--- config.mk ---
export PLATFORM = sky130hd
export DESIGN_NAME = stepatt_ctrl
export DESIGN_NICKNAME = d
export VERILOG_FILES = /design/src/rtl/stepatt_pkg.sv /design/src/rtl/stepatt_sync.sv /design/src/rtl/stepatt_shifter.sv /design/src/rtl/stepatt_latch.sv /design/src/rtl/stepatt_ctrl.sv
export SDC_FILE = /design/constraint.sdc
export NUM_CORES = 1
export LEC_CHECK = 0
export ABC_AREA = 0
export BUFFER_PORTS_ARGS = -buffer_cell sky130_fd_sc_hd__buf_2
export CAP_MARGIN = 25
export CELL_PAD_IN_SITES_DETAIL_PLACEMENT = 0
export CELL_PAD_IN_SITES_GLOBAL_PLACEMENT = 2
export CORE_UTILIZATION = 33
export DETAILED_ROUTE_END_ITERATION = 16
export GPL_ROUTABILITY_DRIVEN = 0
export PLACE_DENSITY = 0.77
export REMOVE_ABC_BUFFERS = 1
export SLEW_MARGIN = 20
export SYNTH_ARGS = -nofsm -noshare
export SYNTH_HDL_FRONTEND = slang
export SYNTH_SLANG_ARGS = --single-unit
--- constraint.sdc ---
create_clock -name clk -period 3 [get_ports clk]
set_input_delay 0.3 -clock clk [delete_from_list [all_inputs] [get_ports clk]]
set_output_delay 0.3 -clock clk [all_outputs]
set_load 0.01 [all_outputs]
--- src/rtl/stepatt_pkg.sv ---
// Shared widths, types and power-up decoding for the step attenuator control.
// Assumes a code word of at least 2 bits, LSB worth one half step.
package stepatt_pkg;
    localparam int CODE_W = 6;
    localparam int SEL_W  = 2;
    typedef logic [CODE_W-1:0] code_t;

    // Map the two preset select bits to a preset attenuation word.
    function automatic code_t preset_decode(input logic [SEL_W-1:0] sel);
        case (sel)
            2'b00:   return '0;
            2'b01:   return code_t'(1) << (CODE_W - 2);
            2'b10:   return code_t'(1) << (CODE_W - 1);
            default: return ~code_t'(1);
        endcase
    endfunction

    // Select the power-up word from mode, raw latch enable, pins and presets.
    function automatic code_t boot_word(input logic ser, input logic le,
                                        input code_t par, input logic [SEL_W-1:0] sel);
        if (ser || le) return par;
        return preset_decode(sel);
    endfunction
endpackage

--- src/rtl/stepatt_sync.sv ---
// Multi-stage synchronizer for a bundle of asynchronous control bits.
// Assumes the bits are quasi-static relative to STAGES system clock cycles.
module stepatt_sync #(
    parameter int W      = 3,
    parameter int STAGES = 2
) (
    input  logic         clk,
    input  logic         rst_n,
    input  logic [W-1:0] d,
    output logic [W-1:0] q
);
    localparam int CHAIN_W = W * STAGES;
    logic [CHAIN_W-1:0] chain;

    generate
        if (STAGES == 1) begin : g_single
            // Single register stage.
            always_ff @(posedge clk) begin
                if (!rst_n) chain <= '0;
                else        chain <= d;
            end
        end else begin : g_multi
            // Shift the bundle through STAGES registers.
            always_ff @(posedge clk) begin
                if (!rst_n) chain <= '0;
                else        chain <= {chain[CHAIN_W-W-1:0], d};
            end
        end
    endgenerate

    assign q = chain[CHAIN_W-1 -: W];
endmodule

--- src/rtl/stepatt_shifter.sv ---
// Serial-in parallel-out register. It shifts once per rising edge of the
// synchronized serial clock, and new bits enter at the LSB, so the first
// bit received ends up at the MSB. Assumes sclk_s and sdata_s come from
// the same synchronizer.
module stepatt_shifter
    import stepatt_pkg::*;
(
    input  logic  clk,
    input  logic  rst_n,
    input  code_t boot,
    input  logic  sclk_s,
    input  logic  sdata_s,
    output code_t sr
);
    logic sclk_d;
    logic shift_pulse;

    // Delay the synchronized clock by one cycle to detect its rising edge.
    always_ff @(posedge clk) begin
        if (!rst_n) sclk_d <= 1'b0;
        else        sclk_d <= sclk_s;
    end

    assign shift_pulse = sclk_s & ~sclk_d;

    // Load the power-up word at reset; shift one bit in per edge pulse.
    always_ff @(posedge clk) begin
        if (!rst_n)           sr <= boot;
        else if (shift_pulse) sr <= {sr[CODE_W-2:0], sdata_s};
    end

    assert_shift_once_R2: assert property (@(posedge clk) disable iff (!rst_n)
        shift_pulse |=> !shift_pulse);
    assert_shift_data_R2: assert property (@(posedge clk) disable iff (!rst_n)
        shift_pulse |=> (sr[0] == $past(sdata_s)) && (sr[CODE_W-1:1] == $past(sr[CODE_W-2:0])));
    assert_shift_idle_R2: assert property (@(posedge clk) disable iff (!rst_n)
        (!shift_pulse && $past(rst_n)) |=> $stable(sr));
endmodule

--- src/rtl/stepatt_latch.sv ---
// Output latch for the attenuation word. While the synchronized enable is
// high it passes the source picked by the mode input; while it is low it
// holds. It also raises a one-cycle strobe whenever the word changes.
// Assumes the mode input and parallel pins are quasi-static.
module stepatt_latch
    import stepatt_pkg::*;
(
    input  logic                 clk,
    input  logic                 rst_n,
    input  code_t                boot,
    input  logic                 ser_mode,
    input  logic                 le_raw,
    input  logic [SEL_W-1:0]     pup_sel,
    input  logic                 le_s,
    input  code_t                sr,
    input  code_t                par,
    output code_t                code_q,
    output logic                 chg_q
);
    code_t src;
    code_t code_d;

    // Pick the source word for the current mode.
    assign src    = ser_mode ? sr : par;
    // Pass the source when the latch is open, otherwise hold.
    assign code_d = le_s ? src : code_q;

    // Register the word and flag a change of value.
    always_ff @(posedge clk) begin
        if (!rst_n) begin
            code_q <= boot;
            chg_q  <= 1'b0;
        end else begin
            code_q <= code_d;
            chg_q  <= (code_d != code_q);
        end
    end

    assert_hold_R4: assert property (@(posedge clk) disable iff (!rst_n)
        ($past(rst_n) && !le_s) |=> $stable(code_q));
    assert_ser_follow_R3: assert property (@(posedge clk) disable iff (!rst_n)
        (ser_mode && le_s) |=> code_q == $past(sr));
    assert_par_follow_R5: assert property (@(posedge clk) disable iff (!rst_n)
        (!ser_mode && le_s) |=> code_q == $past(par));
    assert_strobe_on_change_R10: assert property (@(posedge clk) disable iff (!rst_n)
        ($past(rst_n) && code_q != $past(code_q)) |-> chg_q);
    assert_strobe_only_change_R10: assert property (@(posedge clk) disable iff (!rst_n)
        ($past(rst_n) && chg_q) |-> code_q != $past(code_q));
    assert_boot_preset_R8: assert property (@(posedge clk)
        (rst_n === 1'b0 && ser_mode === 1'b0 && le_raw === 1'b0 && pup_sel === 2'b11)
        |=> code_q == ~code_t'(1));
    assert_boot_serial_R7: assert property (@(posedge clk)
        (rst_n === 1'b0 && ser_mode === 1'b1) |=> code_q == $past(par));
endmodule

--- src/rtl/stepatt_ctrl.sv ---
// Top of the step attenuator control. It synchronizes the serial clock,
// serial data and latch enable, feeds the shift register and the output
// latch, and picks the power-up word from the raw pins while in reset.
// Assumes reset is held for at least one system clock edge.
module stepatt_ctrl
    import stepatt_pkg::*;
#(
    parameter int SYNC_STAGES = 2
) (
    input  logic              clk,
    input  logic              rst_n,
    input  logic              ser_mode,
    input  logic [CODE_W-1:0] par_code,
    input  logic              ser_data,
    input  logic              ser_clk,
    input  logic              lat_en,
    input  logic [SEL_W-1:0]  pup_sel,
    output logic [CODE_W-1:0] atten_code,
    output logic              code_chg
);
    localparam int CTRL_W = 3;

    logic [CTRL_W-1:0] ctrl_s;
    code_t             boot;
    code_t             sr;

    // Power-up word, sampled by the registers only during reset.
    assign boot = boot_word(ser_mode, lat_en, par_code, pup_sel);

    stepatt_sync #(.W(CTRL_W), .STAGES(SYNC_STAGES)) u_sync (
        .clk   (clk),
        .rst_n (rst_n),
        .d     ({ser_clk, ser_data, lat_en}),
        .q     (ctrl_s)
    );

    stepatt_shifter u_shift (
        .clk     (clk),
        .rst_n   (rst_n),
        .boot    (boot),
        .sclk_s  (ctrl_s[2]),
        .sdata_s (ctrl_s[1]),
        .sr      (sr)
    );

    stepatt_latch u_latch (
        .clk      (clk),
        .rst_n    (rst_n),
        .boot     (boot),
        .ser_mode (ser_mode),
        .le_raw   (lat_en),
        .pup_sel  (pup_sel),
        .le_s     (ctrl_s[0]),
        .sr       (sr),
        .par      (par_code),
        .code_q   (atten_code),
        .chg_q    (code_chg)
    );
endmodule

Yosys cells after proc, flatten, opt, wreduce, memory -nomap -nowiden --
Cells that the tools add are included. W data, S select, Z words.
Operators by class: add/sub/neg operators 0, order comparisons 0, reduce and logical (&&, ||, !) cells 2, multiplexer cells 9, shift operators 0, divide/modulo/power cells 0, bitwise gates (word level) 2, $mul 0, eq/ne operators 4
Operators with widths (number):
- $mux W6 | 7
- $pmux W6 S3 | 1
- $ne A6 B6 Y1 | 1
- $eq A2 B1 Y1 const B | 1
- $eq A2 B2 Y1 const B | 1
- $logic_not A2 Y1 | 1
- $ne A2 B1 Y1 const B | 1
- $and A1 B1 Y1 | 1
- $logic_or A1 B1 Y1 | 1
- $mux W1 | 1
- $not A1 Y1 | 1
Storage, ports and cells: bits in read-only memories 0, output and inout port bits 7, bits in latches 0, bits in writable memories 0, input port bits 14, bits in registers 20, memories kept 0

Longest topological paths before layout --
Gate-level depths: netlist (run 1).
depth in word-level cells 4, depth in mapped cells 5, gate-level depth less buffers 4

By module --
Synthesis (run 1) repeated with hierarchy kept, for this count alone.
Second synthesis, totals: cells, all modules 84, area, all modules 1006.0 sq um
Modules (own cells, without submodules):
- stepatt_latch | instances 1, cells each 43, area an instance 415.4 sq um, sequential area each 140.1 sq um
- stepatt_shifter | instances 1, cells each 17, area an instance 317.8 sq um, sequential area each 200.2 sq um
- stepatt_sync | instances 1, cells each 15, area an instance 180.2 sq um, sequential area each 120.1 sq um
- stepatt_ctrl | instances 1, cells each 9, area an instance 92.6 sq um, sequential area each 0.0 sq um

Worst setup path before layout (run 1) --
OpenSTA, ideal clock, no wires.
path type input to register, start input port ser_mode, end register u_shift.sr[5] (data pin), path buffers 1, setup time 267 ps, cell stages on the path 5, data arrival time 1128 ps, path slack 1605 ps, data required time 2733 ps, cells stage by stage buf_6 > or2_4 > and2_1 > a211oi_1 > a21oi_1
Between the ends: word-level cells in the longest chain between the ends 4
Ends and longest elaborated chain:
- start: declaration | line stepatt_ctrl.sv:12 | input logic ser_mode,
- $logic_or A1 B1 Y1 | line stepatt_pkg.sv:21 | if (ser || le) return par;
- $mux W1 | line stepatt_pkg.sv:21
- $mux W6 | line stepatt_pkg.sv:22 | return preset_decode(sel);
- $mux W6 | line stepatt_shifter.sv:28 | if (!rst_n) sr <= boot;
- end signal: assignment | line stepatt_shifter.sv:28
- end signal: assignment | line stepatt_shifter.sv:29 | else if (shift_pulse) sr <= {sr[CODE_W-2:0], sdata_s};
- end: declaration | line stepatt_shifter.sv:13 | output code_t sr
No other way between the ends. A chain may end at the register's enable or synchronous reset.

Worst setup path after layout (run 1) --
start register u_sync.chain[5], end register u_shift.sr[0] (enable)
Between the ends: word-level cells in the longest chain between the ends 2
Ends and longest elaborated chain:
- start: declaration | line stepatt_sync.sv:13 | logic [CHAIN_W-1:0] chain;
- start signal: assignment | line stepatt_sync.sv:26 | else chain <= {chain[CHAIN_W-W-1:0], d};
- $and A1 B1 Y1 | line stepatt_shifter.sv:24 | assign shift_pulse = sclk_s & ~sclk_d;
- $ne A2 B1 Y1 (no source line)
No other way between the ends.

==> run metrics, run 1 <==
Initial Util=0.352; Seq cells post-synth=20; Cell Pwr Density=530 nW/um^2; Resized Gates After CTS=0; vias in the first global route=605; worst path arrival time=1380 ps; crit path cell chain=inv_1, o21ai_0; top post-synthesis cells by area=dfxtp_1 (32%), edfxtp_1 (20%), a21oi_1 (8.0%), and2_1 (6.4%), mux2i_1 (5.7%); CP required=slightly below 3000 ps; largest net degree at the start of global routing=26; Setup-failing EPs final=0; CTS tree=yes; CP top delay family=compound AO/OA/AOI/OAI gates; slew margin rel.=0.378; CP startpoint=u_sync.chain[5]$_SDFF_PN0_; skew final=7.62 ps; Reg-to-Reg Start=u_sync.chain[5]$_SDFF_PN0_; vias per cell=4.71; Fin Setup TNS=0 ps; Die Ht=between 50 and 60 um; Max-Cap Viols=0; htree depth=1; Final nets=123; leakage=0.441 nW; Die Span X=53.6 um; R2R setup slack=about 1500 ps; area grow syn2layout=15.6%; Core Footprint=2500 um^2; VDD IR-drop max=0.298 mV; worst slew pin tran=923 ps; row cnt=18; post-synth top area share=0.319; final total power=0.000539 W; Hold-fix buffers, CTS=0; Min Hold Slack=206 ps; Post-route DRC=0; Slowest cell on crit path=o21ai_0; GRT overflow=0; routed wire length=1710 um; Post-synth top cells=a21oi_1 (14), dfxtp_1 (14), and2_1 (9); # Post-CTS Setup Buffers=0; initial antenna violation count=0; Worst path max stage delay=720 ps; Post-Place Cells=134; commonest register cell after synthesis=dfxtp_1; WL per Instance=~12 um; clock sink count=20; Yosys warning count=0; Root Buffer=clkbuf_4; first-pass GRT wire length=2820 um; DRT Pass-1 Iters=2; clock slew at reported path FFs=110 ps; status=completed; Syn Inst Count=89; hold path start=ser_clk; clk buf depth=2; Distinct cells, synth=21; Max Fclk=689 MHz; number of flops mapped to enable cells by yosys=6; Inserted Diodes=0; Avg Inst Size Synth=about 9.9 um^2; layout cell share with drive strength beyond 1=0.241; critical path capture point type=register; max-slew violation count=0; All-Layer GR Usage=0.143; IO Port Bufs=20; asr flop ratio synth=0; I/O pin total=21; Startpoint Class=register; Setup CP Type=reg -> reg; unrepaired setup endpoints after global routing=false; period utilization=0.484; CP Max Fanout=6; final hold vios=0; non-filler instance count after layout=approximately 140; sequential share of the synthesized area=0.523; WP buf/inv=1; post-synth top area cell=dfxtp_1; worst min path class=in -> reg; area of the die=2880 um^2; CTS Buf Count=3; DRT iter0 DRCs=2; Routed Antenna Nets=0; Worst-Skew Late Latency=roughly 300 ps; minimum clock period=between 1000 and 1500 ps; HPWL Detailed=~1200 um; post-synthesis cell area=880 um^2; total number of vias=650
==> worst paths after layout <==
path,endpoint,cells after the start
hold reg to reg,u_sync.chain[5]$_SDFF_PN0_,1
hold / removal,u_sync.chain[2]$_SDFF_PN0_,2
setup / recovery,u_shift.sr[0]$_DFFE_PP_,2
setup reg to reg,u_shift.sr[0]$_DFFE_PP_,2
==> power by group <==
group          leakage, nW  switching (W)  internal [W]
Combinational        0.250      0.0000479     0.0000427
Clock               0.0150      0.0000808     0.0000517
Sequential           0.176      0.0000137      0.000302
Total                0.441       0.000142      0.000396
==> worst register-to-register path: cells and delay by family, from the launching register on <==
kind,cells,cell delay (ps)
flip-flops,1,330
AO/OA/AOI/OAI,1,720
buffers and inverters,1,30
==> layout make-up <==
| class | count | area, um^2 |
|---|---|---|
| Sequential cell | 20 | 460 |
| Inverter | 6 | 22.5 |
| Clock buffer | 4 | 26.3 |
| Tap cell | 30 | 37.5 |
| Timing Repair Buffer | 20 | 100 |
| Multi-Input combinational cell | 58 | 370 |
| Fill cell | 250 | 1480 |
==> sequential cells by signal (all words and copies together) (netlist names) <==
signal	count
u_sync.chain	6
u_latch.chg_q	1
u_shift.sr	6
u_latch.code_q	6
u_shift.sclk_d	1
==> layout by cell type (no fill, tap or decap) <==
| cell | n |
|---|---|
| a211oi_1 | 2 |
| a21o_1 | 2 |
| a21oi_1 | 14 |
| a31o_2 | 1 |
| a31oi_1 | 1 |
| and2_1 | 9 |
| buf_2 | 20 |
| clkbuf_1 | 1 |
| clkbuf_4 | 3 |
| dfxtp_1 | 14 |
| edfxtp_1 | 6 |
| inv_1 | 6 |
| mux2i_1 | 5 |
| mux2i_2 | 1 |
| nand2_1 | 6 |
| nor2_1 | 2 |
| nor3b_1 | 1 |
| nor4_1 | 1 |
| o21ai_0 | 6 |
| or2_4 | 1 |
| xnor2_1 | 4 |
| xor2_1 | 2 |
==> kinds of logic (layout without fill, tap and decap cells) <==
group | after synthesis | count (layout) | synth area share
buffers and inverters | 11 | 30 | 0.0555
and+or+nand+nor | 20 | 20 | 0.124
muxes | 6 | 6 | 0.0725
AOI/OAI and AO/OA | 26 | 26 | 0.165
DFF | 20 | 20 | 0.523
xor gates and xnor gates | 6 | 6 | 0.0597
==> through the flow <==
stage | instance area, um^2 | worst slack, ps | utilization
final | 1020 | 1550 | 0.407
after global routing | 1020 | 1450 | 0.407
after CTS | 1020 | 1480 | 0.407
after detailed placement | 991 | 1440 | 0.396
after global placement | 991 | 1480 | 0.396
after floorplan | 853 | 1740 | -
==> layer usage <==
layer	up-vias	global-route usage	wire [um]
met5	-	0	0
li1	340	-	-
met2	14	0.244	845
met4	0	0.0395	10
met1	294	0.168	790
met3	2	0.0508	67
Power figures use the tool's default switching activity.
==> inputs of run 2 (changes only) <==
CORE_UTILIZATION = 31   (was 33)
PLACE_DENSITY = 0.73   (was 0.77)
clock period = 1.35 ns   (was 3 ns; I/O delays follow)
==> run metrics, run 2 (same netlist as run 1, synthesis figures left out) <==
vias per cell=~4.7; clock slew at reported path FFs=approximately 120 ps; vias in the first global route=713; Worst-Skew Late Latency=310 ps; IO Port Bufs=20; Routed Antenna Nets=0; GR peak layer=met2; GRT overflow=0; DRT Pass-1 Iters=4; leakage=0.487 nW; clk buf depth=2; Fin Setup TNS=0 ps; initial antenna violation count=0; Final nets=133; Fill cells=264; Die Ht=55.3 um; CP required=1550 ps; layout cell share with drive strength beyond 1=0.314; Min Hold Slack=42.4 ps; non-filler instance count after layout=148; CTS tree=yes; CTS Buf Count=3; Hold-fix buffers, CTS=0; area grow syn2layout=24.6%; Setup-failing EPs final=0; DRT iter0 DRCs=11; most frequent cells in the layout=buf_2 (20), a21oi_1 (14), dfxtp_1 (14); Post-route DRC=0; routed wire length=about 1900 um; Cell Pwr Density=1130 nW/um^2; Startpoint Class=register; first-pass GRT wire length=3330 um; htree depth=1; met2 Track Usage GR=0.215; met1 usage=0.185; most common cell after layout, fill and taps aside=buf_2; clock sink count=20; slew margin rel.=0.708; DP Area=~1100 um^2; Root Buffer=clkbuf_4; HPWL Detailed=1370 um; All-Layer GR Usage=0.139; final hold vios=0; Setup CP Type=reg -> reg; I/O pin total=21; Inserted Diodes=0; post-route cell area=1100 um^2; met3 Resource Use GR=0.0492; total number of vias=702; largest net degree at the start of global routing=18; minimum clock period=1220 ps; period utilization=0.905; Core Footprint=2570 um^2; row cnt=18; Die Span X=55.3 um; VDD IR-drop max=0.656 mV; critical path capture point type=register; final worst slack=128 ps; Initial Util=0.343; status=completed; worst slew pin tran=437 ps; max-slew violation count=0; area of the die=3050 um^2; Max Fclk=818 MHz; Post-Place Cells=142; CP Max Fanout=2; worst min path class=in -> reg; Largest regs=u_latch.code_q: 6 flops, u_shift.sr: 6 flops, u_sync.chain: 6 flops; Max-Cap Viols=0; worst path arrival time=1420 ps; WL per Instance=12.9 um; skew final=19.7 ps; pre-CTS setup slack=-39.9 ps
[run 2: changes by cell type in the layout (fill, tap and decap cells not counted)]
cell	delta
buf_4	+10
mux2i_2	+1
mux2i_1	-1
[run 2: layout make-up]
class | instances | area [um^2] | share of cell area
tap | 30 | 37.5 | 0.0342
clock buffer | 4 | 26.3 | 0.0240
inverter | 6 | 22.5 | 0.0205
multi-input combinational | 58 | 374 | 0.341
timing repair buffer | 30 | 175 | 0.160
sequential | 20 | 460 | 0.420
[run 2: final timing paths]
kind,slack [ps],cells past startpoint,start,end
max,130,4,u_shift.sr[2]$_DFFE_PP_,u_latch.chg_q$_SDFF_PN0_
max reg2reg,130,4,u_shift.sr[2]$_DFFE_PP_,u_latch.chg_q$_SDFF_PN0_
min reg2reg,440,1,u_sync.chain[0]$_SDFF_PN0_,u_sync.chain[3]$_SDFF_PN0_
min,40,2,ser_clk,u_sync.chain[2]$_SDFF_PN0_
[run 2: critical path, stage by stage, from the launching register on]
cell and delay (ps):
edfxtp_1 440, mux2i_2 210, xnor2_1 100, nor4_1 260
a31oi_1 100
[run 2: power breakdown]
| part | internal, W | switching [W] | total [W] | leakage (nW) |
|---|---|---|---|---|
| sequential | 0.000671 | 0.0000319 | 0.000703 | 0.176 |
| clock | 0.000115 | 0.000185 | 0.000300 | 0.0150 |
| combinational | 0.000122 | 0.000115 | 0.000237 | 0.296 |
[run 2: metal layers]
layer | vias up | part of all wire
met5 | - | 0
met4 | 0 | 0.0079
met3 | 2 | 0.056
met2 | 22 | 0.46
met1 | 315 | 0.48
li1 | 363 | -
[run 2: timing repair]
| item | in CTS | in global routing |
|---|---|---|
| endpoints found under the hold margin | 0 | 0 |
| setup endpoints to repair | 0 | 1 |
| gates resized for setup | 0 | 1 |
| buffers inserted | 0 | 2 |
[run 2: through the flow]
step            util  power, W
2_1_floorplan      -  0.000834
3_3_place_gp   0.409  0.000943
3_5_place_dp   0.409  0.000945
4_1_cts        0.420   0.00124
5_1_grt        0.427   0.00131
6_report       0.427   0.00124
==> inputs of run 3 (changes only) <==
REMOVE_ABC_BUFFERS = default   (was 1)
==> run metrics, run 3 (same netlist as run 1, synthesis figures left out) <==
status=completed; critical path capture point type=register; power share of the combinational group=0.156; final total power=0.00142 W; DRT Pass-1 Iters=6; P_int=0.00108 W; slew margin rel.=0.723; Routed Antenna Nets=0; vias per cell=4.70; Worst-Skew Late Latency=310 ps; Post-route DRC=0; final hold vios=0; clock power share=0.348; Cell Pwr Density=1300 nW/um^2; HPWL Detailed=between 1000 and 1500 um; # Post-CTS Setup Buffers=0; clock slew at reported path FFs=120 ps; hold path cells=2; Final nets=127; row cnt=18; clk buf depth=2; Setup CP Type=reg -> reg; htree depth=1; Resized Gates After CTS=0; R2R setup slack=120 ps; total number of vias=667; GRT overflow=0; unrepaired setup endpoints after global routing=false; layout cell share with drive strength beyond 1=0.286; Inserted Diodes=0; Setup-failing EPs final=0; Die Span X=55.3 um; VDD IR-drop max=0.953 mV; CP Max Fanout=2; most frequent cells in the layout=buf_2 (20), a21oi_1 (14), dfxtp_1 (14); FF-to-FF End=u_latch.chg_q$_SDFF_PN0_; Syn Nets=103; Hold EP=u_sync.chain[1]$_SDFF_PN0_; All-Layer GR Usage=0.135; Hold-fix buffers, CTS=0; period utilization=0.908; Net Sw Frac=0.240; post-route cell area=1090 um^2; initial antenna violation count=0; Reg-to-Reg Start=u_shift.sr[1]$_DFFE_PP_; pre-CTS setup slack=-2.33 ps; Psw=0.000340 W; WL per Instance=12.8 um; Max Fclk=816 MHz; Core Footprint=about 2600 um^2; skew final=10.0 ps; routed wire length=1810 um; CP required=1550 ps; worst slew pin tran=415 ps; leakage=0.478 nW; worst path arrival time=1430 ps; DRT iter0 DRCs=3; Root Buffer=clkbuf_4; Initial Util=0.343; CTS tree=yes; first-pass GRT wire length=3200 um; Die Ht=55.3 um; non-filler instance count after layout=~140; area of the die=3050 um^2; area grow syn2layout=24.2%; vias in the first global route=686; CTS Buf Count=3; worst min path class=in -> reg; Max-Cap Viols=0; minimum clock period=1230 ps; max-slew violation count=0; DP Area=1030 um^2; number of cells on the worst reg-to-reg path=4; final worst slack=between 100 and 150 ps; Startpoint Class=register; hold path start=ser_data; Post-Place Cells=138; Largest regs=u_latch.code_q: 6 flops, u_shift.sr: 6 flops, u_sync.chain: 6 flops; I/O pin total=21; most common cell after layout, fill and taps aside=buf_2; sequential share of power=0.496; largest net degree at the start of global routing=16; clock sink count=20; IO Port Bufs=20
[run 3: layout make-up]
class,instances,area [um^2]
clock buffer,3,22.5
clock inverter,1,30.0
fill,273,1480
inverter,6,22.5
multi-input combinational,58,377
sequential,20,460
tap,30,37.5
timing repair buffer,24,143
[run 3: through the flow]
step / hold slack [ps] / TNS (ps) / util
global route: 0.104 / 0 / 0.425
floorplan: 262 / 0 / -
detailed placement: 347 / -2.33 / 0.403
finish: 29.7 / 0 / 0.425
global placement: 343 / 0 / 0.403
CTS: 23.3 / 0 / 0.423
[run 3: routing by layer]
layer  track usage  share of wire  vias to the layer above
li1              -              -                      346
met1         0.158           0.47                      297
met2         0.232           0.47                       22
met3        0.0515          0.054                        2
met4        0.0321         0.0088                        0
met5             0              0                        -
[run 3: power groups by stage]
stage / Sequential, W / Combinational (W) / Clock (W)
finish: 0.000704 / 0.000222 / 0.000494
global route: 0.000711 / 0.000248 / 0.000540
CTS: 0.000703 / 0.000218 / 0.000498
detailed placement: 0.000717 / 0.000216 / 0
global placement: 0.000716 / 0.000219 / 0
floorplan: 0.000720 / 0.000130 / 0
[run 3: how the worst max path moves through the flow]
stage | startpoint | cells after the start | slack, ps | to
3_3_place_gp | ser_mode | 5 | 80 | u_shift.sr[5]$_DFFE_PP_
3_5_place_dp | ser_mode | 5 | -2 | u_shift.sr[5]$_DFFE_PP_
5_1_grt | u_shift.sr[1]$_DFFE_PP_ | 4 | 0.9 | u_latch.chg_q$_SDFF_PN0_
6_report | u_shift.sr[1]$_DFFE_PP_ | 4 | 120 | u_latch.chg_q$_SDFF_PN0_
4_1_cts | u_shift.sr[1]$_DFFE_PP_ | 4 | 110 | u_latch.chg_q$_SDFF_PN0_
2_1_floorplan | ser_mode | 5 | 120 | u_shift.sr[5]$_DFFE_PP_
[run 3: critical path: stages, from the launching register on]
cell      delay, ps
edfxtp_1        440
mux2i_2         220
xnor2_1         100
nor4_2          270
a31oi_1         100
